## src/rtl/rla_pkg.sv

```systemverilog
package rla_pkg;

  // Highest buffer level at which the source may still be granted a ready cycle.
  function automatic int unsigned rla_max_occ_for_ready(int unsigned depth, int unsigned lat);
    return depth - lat - 1;
  endfunction

  function automatic int unsigned rla_ptr_w(int unsigned depth);
    return (depth > 1) ? $clog2(depth) : 1;
  endfunction

  function automatic int unsigned rla_cnt_w(int unsigned depth);
    return $clog2(depth + 1);
  endfunction

endpackage

```

## src/rtl/rla_ready_pipe.sv

```systemverilog
module rla_ready_pipe
  import rla_pkg::*;
#(
  parameter int unsigned DEPTH = 4,
  parameter int unsigned LAT   = 2,
  parameter int unsigned CW    = 3
) (
  input  logic          clk,
  input  logic          rst,
  input  logic [CW-1:0] occ_next_i,
  output logic          up_ready_o,
  output logic          ready_cycle_o
);

  localparam int unsigned MAX_OCC = rla_max_occ_for_ready(DEPTH, LAT);

  logic          rdy_q;
  logic [LAT:1]  hist_q;

  // The decision uses next-cycle occupancy so the LAT in-flight beats plus the
  // beat of the granted cycle itself always find room.
  always_ff @(posedge clk) begin
    if (rst) rdy_q <= 1'b0;
    else     rdy_q <= (32'(occ_next_i) <= MAX_OCC);
  end

  generate
    for (genvar k = 1; k <= LAT; k++) begin : g_hist
      if (k == 1) begin : g_first
        always_ff @(posedge clk) begin
          if (rst) hist_q[k] <= 1'b0;
          else     hist_q[k] <= rdy_q;
        end
      end else begin : g_next
        always_ff @(posedge clk) begin
          if (rst) hist_q[k] <= 1'b0;
          else     hist_q[k] <= hist_q[k-1];
        end
      end
    end
  endgenerate

  assign up_ready_o    = rdy_q;
  assign ready_cycle_o = hist_q[LAT];

endmodule

```

## src/rtl/rla_occupancy.sv

```systemverilog
module rla_occupancy
  import rla_pkg::*;
#(
  parameter int unsigned DEPTH = 4,
  parameter int unsigned CW    = 3
) (
  input  logic          clk,
  input  logic          rst,
  input  logic          wr_i,
  input  logic          rd_i,
  output logic [CW-1:0] occ_o,
  output logic [CW-1:0] occ_next_o,
  output logic          empty_o
);

  logic [CW-1:0] cnt_q;
  logic [CW-1:0] cnt_d;

  always_comb begin
    unique case ({wr_i, rd_i})
      2'b10:   cnt_d = cnt_q + CW'(1);
      2'b01:   cnt_d = cnt_q - CW'(1);
      default: cnt_d = cnt_q;
    endcase
  end

  always_ff @(posedge clk) begin
    if (rst) cnt_q <= '0;
    else     cnt_q <= cnt_d;
  end

  assign occ_o      = cnt_q;
  assign occ_next_o = cnt_d;
  assign empty_o    = (cnt_q == '0);


  no_overflow_chk: assert property (@(posedge clk) disable iff (rst)
    wr_i |-> (32'(cnt_q) < DEPTH));

endmodule

```

## src/rtl/rla_store.sv

```systemverilog
module rla_store
  import rla_pkg::*;
#(
  parameter int unsigned W     = 68,
  parameter int unsigned DEPTH = 4
) (
  input  logic         clk,
  input  logic         rst,
  input  logic         wr_i,
  input  logic         rd_i,
  input  logic [W-1:0] wr_word_i,
  output logic [W-1:0] rd_word_o
);

  localparam int unsigned PW = rla_ptr_w(DEPTH);
  localparam logic [PW-1:0] LAST = PW'(DEPTH - 1);

  logic [W-1:0]  mem [DEPTH];
  logic [PW-1:0] wp_q;
  logic [PW-1:0] rp_q;

  function automatic logic [PW-1:0] bump(input logic [PW-1:0] p);
    return (p == LAST) ? '0 : p + PW'(1);
  endfunction

  always_ff @(posedge clk) begin
    if (wr_i) mem[wp_q] <= wr_word_i;
  end

  always_ff @(posedge clk) begin
    if (rst) begin
      wp_q <= '0;
      rp_q <= '0;
    end else begin
      if (wr_i) wp_q <= bump(wp_q);
      if (rd_i) rp_q <= bump(rp_q);
    end
  end

  // Show-ahead: the oldest entry is always on the read port.
  assign rd_word_o = mem[rp_q];

endmodule

```

## src/rtl/rl2_stream_adapter.sv

```systemverilog
module rl2_stream_adapter
  import rla_pkg::*;
#(
  parameter int unsigned DATA_W  = 64,
  parameter int unsigned EMPTY_W = 2,
  parameter int unsigned LAT     = 2,
  parameter int unsigned DEPTH   = 4
) (
  input  logic               clk,
  input  logic               rst,
  input  logic               up_valid,
  output logic               up_ready,
  input  logic [DATA_W-1:0]  up_data,
  input  logic               up_sop,
  input  logic               up_eop,
  input  logic [EMPTY_W-1:0] up_empty,
  output logic               dn_valid,
  input  logic               dn_ready,
  output logic [DATA_W-1:0]  dn_data,
  output logic               dn_sop,
  output logic               dn_eop,
  output logic [EMPTY_W-1:0] dn_empty
);

  localparam int unsigned BEAT_W  = DATA_W + EMPTY_W + 2;
  localparam int unsigned CW      = rla_cnt_w(DEPTH);
  localparam int unsigned MAX_OCC = rla_max_occ_for_ready(DEPTH, LAT);

  logic              ready_cycle;
  logic              wr_en;
  logic              rd_en;
  logic              buf_empty;
  logic [CW-1:0]     occ;
  logic [CW-1:0]     occ_next;
  logic [BEAT_W-1:0] in_word;
  logic [BEAT_W-1:0] out_word;

  assign in_word = {up_sop, up_eop, up_empty, up_data};
  assign wr_en   = up_valid & ready_cycle;
  assign rd_en   = dn_valid & dn_ready;

  rla_ready_pipe #(.DEPTH(DEPTH), .LAT(LAT), .CW(CW)) u_ready (
    .clk           (clk),
    .rst           (rst),
    .occ_next_i    (occ_next),
    .up_ready_o    (up_ready),
    .ready_cycle_o (ready_cycle)
  );

  rla_occupancy #(.DEPTH(DEPTH), .CW(CW)) u_occ (
    .clk        (clk),
    .rst        (rst),
    .wr_i       (wr_en),
    .rd_i       (rd_en),
    .occ_o      (occ),
    .occ_next_o (occ_next),
    .empty_o    (buf_empty)
  );

  rla_store #(.W(BEAT_W), .DEPTH(DEPTH)) u_store (
    .clk       (clk),
    .rst       (rst),
    .wr_i      (wr_en),
    .rd_i      (rd_en),
    .wr_word_i (in_word),
    .rd_word_o (out_word)
  );

  assign dn_valid = ~buf_empty;
  assign {dn_sop, dn_eop, dn_empty, dn_data} = out_word;


  ready_level_chk: assert property (@(posedge clk) disable iff (rst)
    up_ready |-> (32'(occ) <= MAX_OCC));


  idle_no_growth_chk: assert property (@(posedge clk) disable iff (rst)
    !up_valid |=> (occ <= $past(occ)));


  dn_hold_chk: assert property (@(posedge clk) disable iff (rst)
    (dn_valid && !dn_ready) |=> (dn_valid && $stable(out_word)));

endmodule

```

## config.mk

```make
export PLATFORM = sky130hd
export DESIGN_NAME = rl2_stream_adapter
export DESIGN_NICKNAME = d
export VERILOG_FILES = /design/src/rtl/rla_pkg.sv /design/src/rtl/rla_ready_pipe.sv /design/src/rtl/rla_occupancy.sv /design/src/rtl/rla_store.sv /design/src/rtl/rl2_stream_adapter.sv
export SDC_FILE = /design/constraint.sdc
export NUM_CORES = 1
export LEC_CHECK = 0
export BUFFER_PORTS_ARGS = -buffer_cell sky130_fd_sc_hd__buf_2
export CAP_MARGIN = 5
export CORE_ASPECT_RATIO = 1.1
export CORE_MARGIN = 8
export CORE_UTILIZATION = 33
export CTS_BUF_LIST = sky130_fd_sc_hd__clkbuf_4 sky130_fd_sc_hd__clkbuf_8
export CTS_CLUSTER_DIAMETER = 80
export CTS_CLUSTER_SIZE = 14
export DETAILED_ROUTE_END_ITERATION = 12
export SLEW_MARGIN = 40
export SYNTH_ARGS = -nofsm -noshare
export SYNTH_HDL_FRONTEND = slang
export SYNTH_HIERARCHICAL = 1
export SYNTH_SLANG_ARGS = --single-unit
```

## constraint.sdc

```tcl
create_clock -name clk -period 7.1 [get_ports clk]
set_clock_uncertainty 0.15 [all_clocks]
set_input_delay 1.42 -clock clk [delete_from_list [all_inputs] [get_ports clk]]
set_output_delay 1.42 -clock clk [all_outputs]
set_load 0.01 [all_outputs]
```

==> results.tsv, run 1 <==
stage	metric	value	unit
outcome	status	completed	
timing	maxSlewHeadroom	0.502	
placement	port_buffers	141	
clocking	cts_root_buf	clkbuf_8	
pwr	p_leak	3.94	nW
worst_setup_path	path_class	flip-flop to primary output	
clocking	hold_buffers	0	
floorplanning	ioPinCount	142	
floorplanning	row_count	68	
worst_setup_path	startpoint_type	flip-flop	
detailed_routing	vias	4558	
synth	synth_warnings	6	
clocking	clock-sinks	284	
floorplanning	core	31200	um^2
synth	synth_area	10400	um^2
clocking	post_cts_resize_count	0	
worst_setup_path	worstPathArrival	2.91	ns
clocking	worstSkewPairLatency	0.55	ns
synth	ys.flop_type	edfxtp_1	
synth	yosysMostFrequentCell	edfxtp_1	
finish	design.final.nets	653	
synth	yosys.area.top_type	edfxtp_1	
global_route	antenna_found_initial	1	
clocking	htree_levels	1	
synth	synthDistinctLibCells	26	
placement	globalplace.congestion	0.659	
clocking	tritoncts	yes	
detailed_routing	vias_per_cell	4.50	
detailed_routing	wl	20.2	mm
synth	synth_top_area_share	0.785	
timing	setup_viol	0	
timing	fin_crit	4.48	ns
timing	fin_crit_sh	0.631	
timing	slew_violations	0	
worst_setup_path	path_max_fanout	35	
timing	hold_viol_final	0	
timing	fin_setup_tns	0	ns
timing	worstMarginPinSlew	0.746	ns
finish	finish.utilization	0.390	
global_route	grt_pass1_wl	30.9	mm
synth	synth_area_per_cell	25.2	um^2
synth	ys_seq_area_frac	0.808	
worst_setup_path	reg2reg_from	u_occ/occ_o[2]	
global_route	overflow	0	
pwr	powerDensity	250	nW/um^2
clocking	cts_setup_buffers	0	
floorplanning	fp.dieW	185	um
worst_setup_path	max_stage_delay	0.85	ns
finish	final.fill_count	2817	
global_route	first_global_vias	5260	
clocking	clkTransAtPathRegs	0.09	ns
synth	synth-edff-count	272	
detailed_routing	firstDrtPassIters	4	
synth	syn_nets	492	
worst_setup_path	cp.required	5.53	ns
synth	yosys-top-cells-area	edfxtp_1 (78%), mux4_2 (15%), dfxtp_1 (2.3%)	
detailed_routing	drt_iter0_markers	154	
synth	synth-async-reset-ratio	0	
placement	dpl.hpwl	13.0	mm
synth	ys_ff_latch	284	
floorplanning	dieArea	37500	um^2
flow_run	cap_violations	0	
hold_path	hold_start	u_ready/up_ready_o	
detailed_routing	antenna_left	0	
pwr	peakVddDrop	169	uV
global_route	grt_max_degree	37	
synth	synth_common_cells	edfxtp_1 (272), mux4_2 (68), dfxtp_1 (12)	
detailed_routing	drcViolationCount	0	
hold_path	hp-class	flip-flop to flip-flop	
finish	drive_gt1_frac	0.463	
clocking	clk_path_buf_depth	3	
worst_setup_path	critPathSlowestCell	dfxtp_4	
synth	netlist_instances	413	
global_route	gr-usage-all-layers	0.108	
worst_setup_path	worst-r2r-setup-slack	4.71	ns
clocking	cts_buffers	24	
floorplanning	die_y	202	um
floorplanning	start_util	0.333	
timing	rsz0062_at_grt	false	
worst_setup_path	cp-end-kind	primary output	
detailed_routing	wl_per_cell	19.9	um
timing	fmax	223	MHz
worst_setup_path	crit_chain	buf_4 > mux4_2 > buf_2	
finish	syn_to_final_growth	17.1	%
[path summary, 6_finish.rpt]
path / cells after the start / end
max: 3 / dn_data[28]
min: 1 / u_ready/hist_q[1]
max reg2reg: 8 / u_occ/occ_o[2]
min reg2reg: 1 / u_ready/hist_q[1]
[area by class of cell]
type                    count  area [um^2]  area share
flip-flops and latches    284         8420       0.690
multi-input cells         106         1850       0.152
repair buffers            151          881      0.0723
well taps                 420          526      0.0431
clock buffers              43          479      0.0393
inverters                   7         26.3     0.00216
clock inverters             1         11.3    0.000924
diodes                      1         2.50    0.000205
[through the flow]
stage / cell area (um^2) / power (mW) / instances / worst slack [ns] / hold slack, ns
after floorplan: 10400 / 2.06 / 413 / 3.26 / 0.264
after global placement: 11500 / 2.14 / 960 / 3.06 / 0.274
after detailed placement: 11700 / 2.15 / 968 / 3.07 / 0.307
after CTS: 12200 / 3.10 / 1012 / 2.41 / 0.313
after global routing: 12200 / 3.18 / 1012 / 2.28 / 0.322
final: 12200 / 3.04 / 1013 / 2.62 / 0.320
[logic make-up (layout without fill, tap and decap cells)]
family | count (synthesis) | in the layout | synth area share
adders and majority gates | 7 | 7 | 0.00914
xor gates and xnor gates | 3 | 3 | 0.00252
and+or+nand+nor | 22 | 22 | 0.0130
AOI/OAI and AO/OA | 3 | 3 | 0.00144
buffers and inverters | 23 | 202 | 0.0156
DFF | 284 | 284 | 0.808
other | 0 | 1 | 0
muxes | 71 | 71 | 0.150
[flip-flops by register name (all words and copies together) (netlist names), named ones only]
register	count
u_occ/occ_o	3
u_store/rp_q	2
u_store/mem	272
u_ready/ready_cycle_o	1
u_store/wp_q	2
u_ready/hist_q	1
u_ready/up_ready_o	1
[routing by layer]
| layer | up-vias | GRT usage | routed length (um) |
|---|---|---|---|
| met5 | - | 0 | 13 |
| met4 | 2 | 0.0260 | 329 |
| met3 | 23 | 0.0280 | 1440 |
| met2 | 117 | 0.189 | 10300 |
| met1 | 2363 | 0.131 | 8080 |
| li1 | 2053 | - | - |
[report_power, final]
part	leakage, nW	internal [mW]	switching (mW)	total (mW)
clock network	0.269	0.425	0.510	0.936
registers	2.55	1.85	0.0234	1.87
logic	1.12	0.122	0.112	0.234
total	3.94	2.40	0.646	3.04
[critical path, delay by kind of cell, from the launching register on]
kind	cells	cell delay (ns)
flops	1	0.85
mux	1	0.61
buf+inv	2	0.83
[cells in the final DEF (no fill, tap or decap), drive strengths merged]
master	synthesis	layout
and2	5	5
mux2i	2	2
fa	1	1
diode	0	1
nor3	2	2
nand2b	2	2
dfxtp	12	12
edfxtp	272	272
a21oi	2	2
xnor2	1	1
clkbuf	4	43
mux4	68	68
buf	12	151
nand2	1	1
or3b	2	2
o21ai	1	1
mux2	1	1
nor2	4	4
ha	6	6
nor2b	6	6
inv	7	8
xor2	2	2
Power figures use the tool's default switching activity.
==> run 2: changes to the inputs <==
==> constraint.sdc (replaced) <==
create_clock -name clk -period 4.37 [get_ports clk]
set_clock_uncertainty 0.15 [all_clocks]
set_input_delay 0.874 -clock clk [delete_from_list [all_inputs] [get_ports clk]]
set_output_delay 0.874 -clock clk [all_outputs]
set_load 0.01 [all_outputs]
==> run 2 against run 1 <==
- setup slack worse by 1.6 ns
- flip-flop and latch count unchanged
- non-clock buffer count increased by 1
- worst hold slack worse by 0.025 ns
- register-to-register slack got worse by 2.8 ns
- global-route usage is 0.055 points lower
- sequential share of layout area down 0.18 points
- die area unchanged
- utilization grew 0.10 points
- sequential power increased by 62%
==> results.tsv, run 2 (same netlist as run 1, synthesis figures left out) <==
stage	metric	value	unit
global_route	overflow	0	
timing	fin_setup_tns	0	ns
global_route	antenna_found_initial	2	
timing	hold_viol_final	0	
hold_path	holdPathEnd	u_ready/ready_cycle_o	
pwr	powerDensity	405	nW/um^2
worst_setup_path	path_class	flip-flop to primary output	
finish	syn_to_final_growth	17.4	%
placement	dpl.cell_count	969	
global_route	grt_pass1_wl	30.8	mm
global_route	grt_max_degree	36	
finish	finish.utilization	0.391	
pwr	switching_power	1.05	mW
worst_setup_path	startpoint_type	flip-flop	
pwr	power.share.clock	0.307	
detailed_routing	wl_per_cell	19.9	um
worst_setup_path	worstPathArrival	2.33	ns
clocking	cts_setup_buffers	0	
finish	multi_input_area	1850	um^2
clocking	worstSkewPairLatency	0.54	ns
timing	fmax	298	MHz
placement	globalplace.congestion	0.676	
timing	fin_crit	3.36	ns
worst_setup_path	cp.required	3.35	ns
flow_run	cap_violations	0	
pwr	p_leak	3.95	nW
clocking	clkTransAtPathRegs	0.09	ns
worst_setup_path	reg2reg_from	u_occ/occ_o[2]	
clocking	tritoncts	yes	
worst_setup_path	r2r-end	u_occ/occ_o[2]	
floorplanning	start_util	0.333	
detailed_routing	drt_iter0_markers	243	
pwr	p_int	3.90	mW
finish	stdcell_count	1014	
detailed_routing	firstDrtPassIters	4	
clocking	cts_buffers	24	
worst_setup_path	r2r_cells	8	
clocking	post_cts_resize_count	0	
timing	fin_crit_sh	0.768	
global_route	first_global_vias	5291	
floorplanning	fp.dieW	185	um
floorplanning	dieArea	37500	um^2
finish	largest_reg_flops	272	
hold_path	hp-class	flip-flop to flip-flop	
floorplanning	core	31200	um^2
finish	top_register	u_store/mem	
placement	postPlaceCellArea	11700	um^2
worst_setup_path	worst-r2r-setup-slack	1.89	ns
finish	drive_gt1_frac	0.464	
detailed_routing	wl	20.2	mm
clocking	clk_path_buf_depth	3	
pwr	peakVddDrop	283	uV
placement	port_buffers	141	
finish	regArea	8420	um^2
hold_path	min_path_cells	1	
worst_setup_path	cp-end-kind	primary output	
timing	worstMarginPinSlew	0.538	ns
detailed_routing	antenna_left	0	
finish	design.final.nets	654	
outcome	status	completed	
clocking	clock-sinks	284	
timing	slew_violations	0	
detailed_routing	vias_per_cell	4.60	
timing	maxSlewHeadroom	0.642	
clocking	cts_root_buf	clkbuf_8	
floorplanning	ioPinCount	142	
timing	setup_viol	0	
pwr	switching_share	0.212	
finish	final.fill_count	2817	
finish	final_common_cell	edfxtp_1	
pwr	seq_power_share	0.613	
clocking	htree_levels	1	
detailed_routing	vias	4661	
floorplanning	row_count	68	
hold_path	hold_start	u_ready/hist_q[1]	
global_route	gr-usage-all-layers	0.108	
pwr	power_frac_comb	0.080	
placement	dpl.hpwl	13.0	mm
worst_setup_path	path_max_fanout	22	
finish	mostFrequentLayoutCells	edfxtp_1 (272), buf_2 (141), mux4_2 (68)	
finish	final_area	12200	um^2
clocking	hold_buffers	0	
detailed_routing	drcViolationCount	0	
timing	rsz0062_at_grt	false	
floorplanning	die_y	202	um
-- run 2: cell count changes in the layout (fill, tap and decap cells not counted), sizes merged --
cell	delta
buf	+1
-- run 2: worst max-delay path by stage --
stage                    from                end  cells past startpoint
global route        flip-flop        dn_data[60]                      3
floorplan            up_valid  u_store/mem[0][0]                      2
finish              flip-flop         dn_data[0]                      3
global placement    flip-flop        dn_data[47]                      3
detailed placement   dn_ready     u_occ/occ_o[2]                      8
CTS                 flip-flop        dn_data[41]                      3
-- run 2: per-stage QoR --
stage / hold slack [ns] / setup WS, ns / total power, mW
6_report: 0.295 / 1.01 / 4.95
5_1_grt: 0.312 / 0.797 / 5.16
4_1_cts: 0.301 / 0.900 / 5.05
3_5_place_dp: 0.279 / 1.45 / 3.51
3_3_place_gp: 0.284 / 1.54 / 3.49
2_1_floorplan: 0.264 / 1.07 / 3.35
-- run 2: layout make-up --
type                    instances  share of cell area
diodes                          1            0.000205
flip-flops and latches        284               0.689
multi-input cells             106               0.151
clock inverters                 1            0.000921
repair buffers                152              0.0747
clock buffers                  43              0.0392
inverters                       7             0.00215
well taps                     420              0.0430
-- run 2: per-layer routing --
layer	wire length [um]	track usage	share of wire	up-vias
li1	-	-	-	2059
met1	7950	0.130	0.39	2455
met2	10400	0.185	0.52	118
met3	1470	0.0314	0.073	27
met4	334	0.0275	0.017	2
met5	14	0	0.00069	-
-- run 2: power groups by stage --
stage          Sequential [mW]  Combinational, mW  Clock [mW]
4_1_cts                   3.03              0.410        1.60
3_5_place_dp              3.10              0.409           0
6_report                  3.03              0.397        1.52
2_1_floorplan             3.08              0.270           0
5_1_grt                   3.04              0.433        1.69
3_3_place_gp              3.10              0.390           0
-- run 2: worst max-delay path, stage by stage, from the launching register on --
cell and delay [ns]:
dfxtp_4 0.65, buf_4 0.40, mux4_2 0.57, buf_2 0.16
==> run 3: changes to the inputs <==
--- a/config.mk
+++ b/config.mk
@@ -5,6 +5,7 @@
 export SDC_FILE = /design/constraint.sdc
 export NUM_CORES = 1
 export LEC_CHECK = 0
+export ABC_AREA = 1
 export BUFFER_PORTS_ARGS = -buffer_cell sky130_fd_sc_hd__buf_2
 export CAP_MARGIN = 5
 export CORE_ASPECT_RATIO = 1.1
==> constraint.sdc (replaced) <==
create_clock -name clk -period 3.1 [get_ports clk]
set_clock_uncertainty 0.15 [all_clocks]
set_input_delay 0.62 -clock clk [delete_from_list [all_inputs] [get_ports clk]]
set_output_delay 0.62 -clock clk [all_outputs]
set_load 0.01 [all_outputs]
==> run 3 against run 2 <==
- sequential share of layout area shrank 7.7 points
- setup slack lost 0.68 ns
- utilization shrank 0.91 points
- register-to-register slack lost 0.84 ns
- flip-flop and latch count is the same
- worst hold slack lost 0.16 ns
- die area grew 14%
- critical path depth grew 2
- critical path type unchanged
- highest routed layer unchanged
==> results.tsv, run 3 <==
stage	metric	value	unit
placement	globalplace.congestion	0.722	
hold_path	holdPathEnd	u_store/mem[0][28]	
timing	worstMarginPinSlew	0.663	ns
finish	mostFrequentLayoutCells	nand2_1 (355), inv_1 (290), edfxtp_1 (272)	
hold_path	hold_start	up_data[28]	
timing	fmax	362	MHz
clocking	cts_buffers	24	
global_route	grt_max_degree	137	
floorplanning	fp.dieW	198	um
timing	fin_crit	2.77	ns
synth	synth_area	12000	um^2
detailed_routing	vias_per_cell	4.23	
clocking	htree_levels	1	
timing	rsz0062_at_grt	false	
timing	slew_violations	0	
placement	dpl.hpwl	15.6	mm
worst_setup_path	crit_family	buffers and inverters	
flow_run	cap_violations	0	
clocking	worstSkewPairLatency	0.53	ns
hold_path	hp-class	input pin to flip-flop	
finish	syn_to_final_growth	14.9	%
worst_setup_path	path_max_fanout	136	
synth	synth_area_per_cell	10.4	um^2
clocking	clock-sinks	284	
synth	syn_nets	1227	
detailed_routing	drt_iter0_markers	372	
global_route	grt_busiest_layer	met2	
global_route	use_met2	0.199	
global_route	overflow	0	
worst_setup_path	critPathBufInv	2	
finish	final_common_cell	nand2_1	
worst_setup_path	max_stage_delay	0.48	ns
worst_setup_path	r2r_cells	11	
timing	fin_setup_tns	0	ns
detailed_routing	drcViolationCount	0	
floorplanning	ioPinCount	142	
worst_setup_path	crit_chain	buf_12 > nand2_1 > nand3_1 > nand2_1 > buf_2	
detailed_routing	wl_per_cell	14.8	um
global_route	first_global_vias	7474	
global_route	gr-usage-all-layers	0.121	
worst_setup_path	cp-end-kind	primary output	
clocking	cts_root_buf	clkbuf_8	
timing	fin_crit_sh	0.892	
hold_path	min_path_cells	1	
finish	design.final.nets	1360	
outcome	status	completed	
detailed_routing	antenna_left	0	
synth	netlist_instances	1148	
floorplanning	core	36000	um^2
pwr	peakVddDrop	398	uV
timing	hold_viol_final	0	
worst_setup_path	worst-r2r-setup-slack	1.05	ns
pwr	powerDensity	689	nW/um^2
clocking	clkTransAtPathRegs	0.09	ns
floorplanning	start_util	0.333	
worst_setup_path	path_class	flip-flop to primary output	
detailed_routing	firstDrtPassIters	6	
worst_setup_path	cp_common_cell	nand2_1	
detailed_routing	wl	26.4	mm
synth	synth_warnings	6	
finish	largest_reg_flops	272	
worst_setup_path	critPathSlowestCell	buf_12	
global_route	grt_pass1_wl	41.1	mm
floorplanning	row_count	73	
clocking	post_cts_resize_count	0	
clocking	hold_buffers	0	
pwr	p_leak	6.25	nW
worst_setup_path	worstPathArrival	2.00	ns
clocking	clk_path_buf_depth	3	
placement	port_buffers	141	
detailed_routing	vias	7561	
clocking	cts_setup_buffers	0	
finish	finish.utilization	0.382	
finish	drive_gt1_frac	0.162	
worst_setup_path	startpoint_type	flip-flop	
global_route	met3_usage	0.0274	
global_route	use_met1	0.157	
clocking	tritoncts	yes	
worst_setup_path	reg2reg_from	u_occ/occ_o[1]	
worst_setup_path	cp.required	2.33	ns
floorplanning	die_y	216	um
global_route	antenna_found_initial	7	
timing	maxSlewHeadroom	0.558	
finish	top_register	u_store/mem	
timing	setup_viol	0	
floorplanning	dieArea	42700	um^2
worst_setup_path	r2r-end	u_ready/up_ready_o	
==> run 3: cell types whose count changed in the layout (fill, tap and decap cells not counted), sizes merged, moves of 4 or more <==
cell    change
nand2     +355
inv       +286
nand3     +137
mux4       -68
nor2        +9
nor2b       -6
and2        -5
clkinv      +4
==> run 3: where the power goes <==
group	switching, mW	internal [mW]	total, mW	leakage (nW)
combinational	1.97	0.965	2.94	3.44
sequential	0.0834	4.31	4.39	2.55
clock	1.18	0.959	2.14	0.258
total	3.24	6.23	9.47	6.25
==> run 3: cell type report <==
class | count | area, um^2
inverter | 298 | 1130
fill | 3510 | 22200
multi-input combinational | 521 | 2230
timing repair buffer | 152 | 888
tap | 487 | 609
antenna | 2 | 5.00
sequential | 284 | 8420
clock buffer | 42 | 472
clock inverter | 2 | 15.0
==> run 3: how the worst max path moves through the flow <==
stage | startpoint | end | cells after the start | slack, ns
6_report | flip-flop | dn_data[62] | 5 | 0.33
5_1_grt | flip-flop | dn_data[40] | 6 | 0.14
4_1_cts | flip-flop | dn_data[28] | 6 | 0.26
3_5_place_dp | up_valid | u_ready/up_ready_o | 15 | 0.74
3_3_place_gp | up_valid | u_ready/up_ready_o | 15 | 0.74
2_1_floorplan | up_valid | u_store/mem[3][0] | 5 | 0.17
==> run 3: per-layer routing <==
metal | vias to the layer above | part of all wire
li1 | 3810 | -
met1 | 3550 | 0.46
met2 | 150 | 0.47
met4 | 10 | 0.019
met3 | 41 | 0.051
met5 | - | 0.0024
==> run 3: worst reg2reg max path, stage by stage (launching register included) <==
cell	delay, ns
dfxtp_1	0.34
nor3_1	0.29
nor2_2	0.11
ha_1	0.22
inv_2	0.08
fa_1	0.40
nand2_1	0.07
o21ai_0	0.10
inv_1	0.07
inv_1	0.04
nand2_1	0.06
nor2_2	0.03
==> run 3: metrics by stage <==
step / power, mW / setup slack (ns) / hold WS (ns) / instances / cell area [um^2]
after floorplan: 6.24 / 0.173 / 0.238 / 1148 / 12000
after global placement: 7.46 / 0.744 / 0.247 / 1742 / 13300
after detailed placement: 7.50 / 0.744 / 0.252 / 1742 / 13300
after CTS: 9.67 / 0.257 / 0.0751 / 1786 / 13800
after global routing: 10.1 / 0.145 / 0.0856 / 1788 / 13800
final: 9.47 / 0.334 / 0.134 / 1788 / 13800
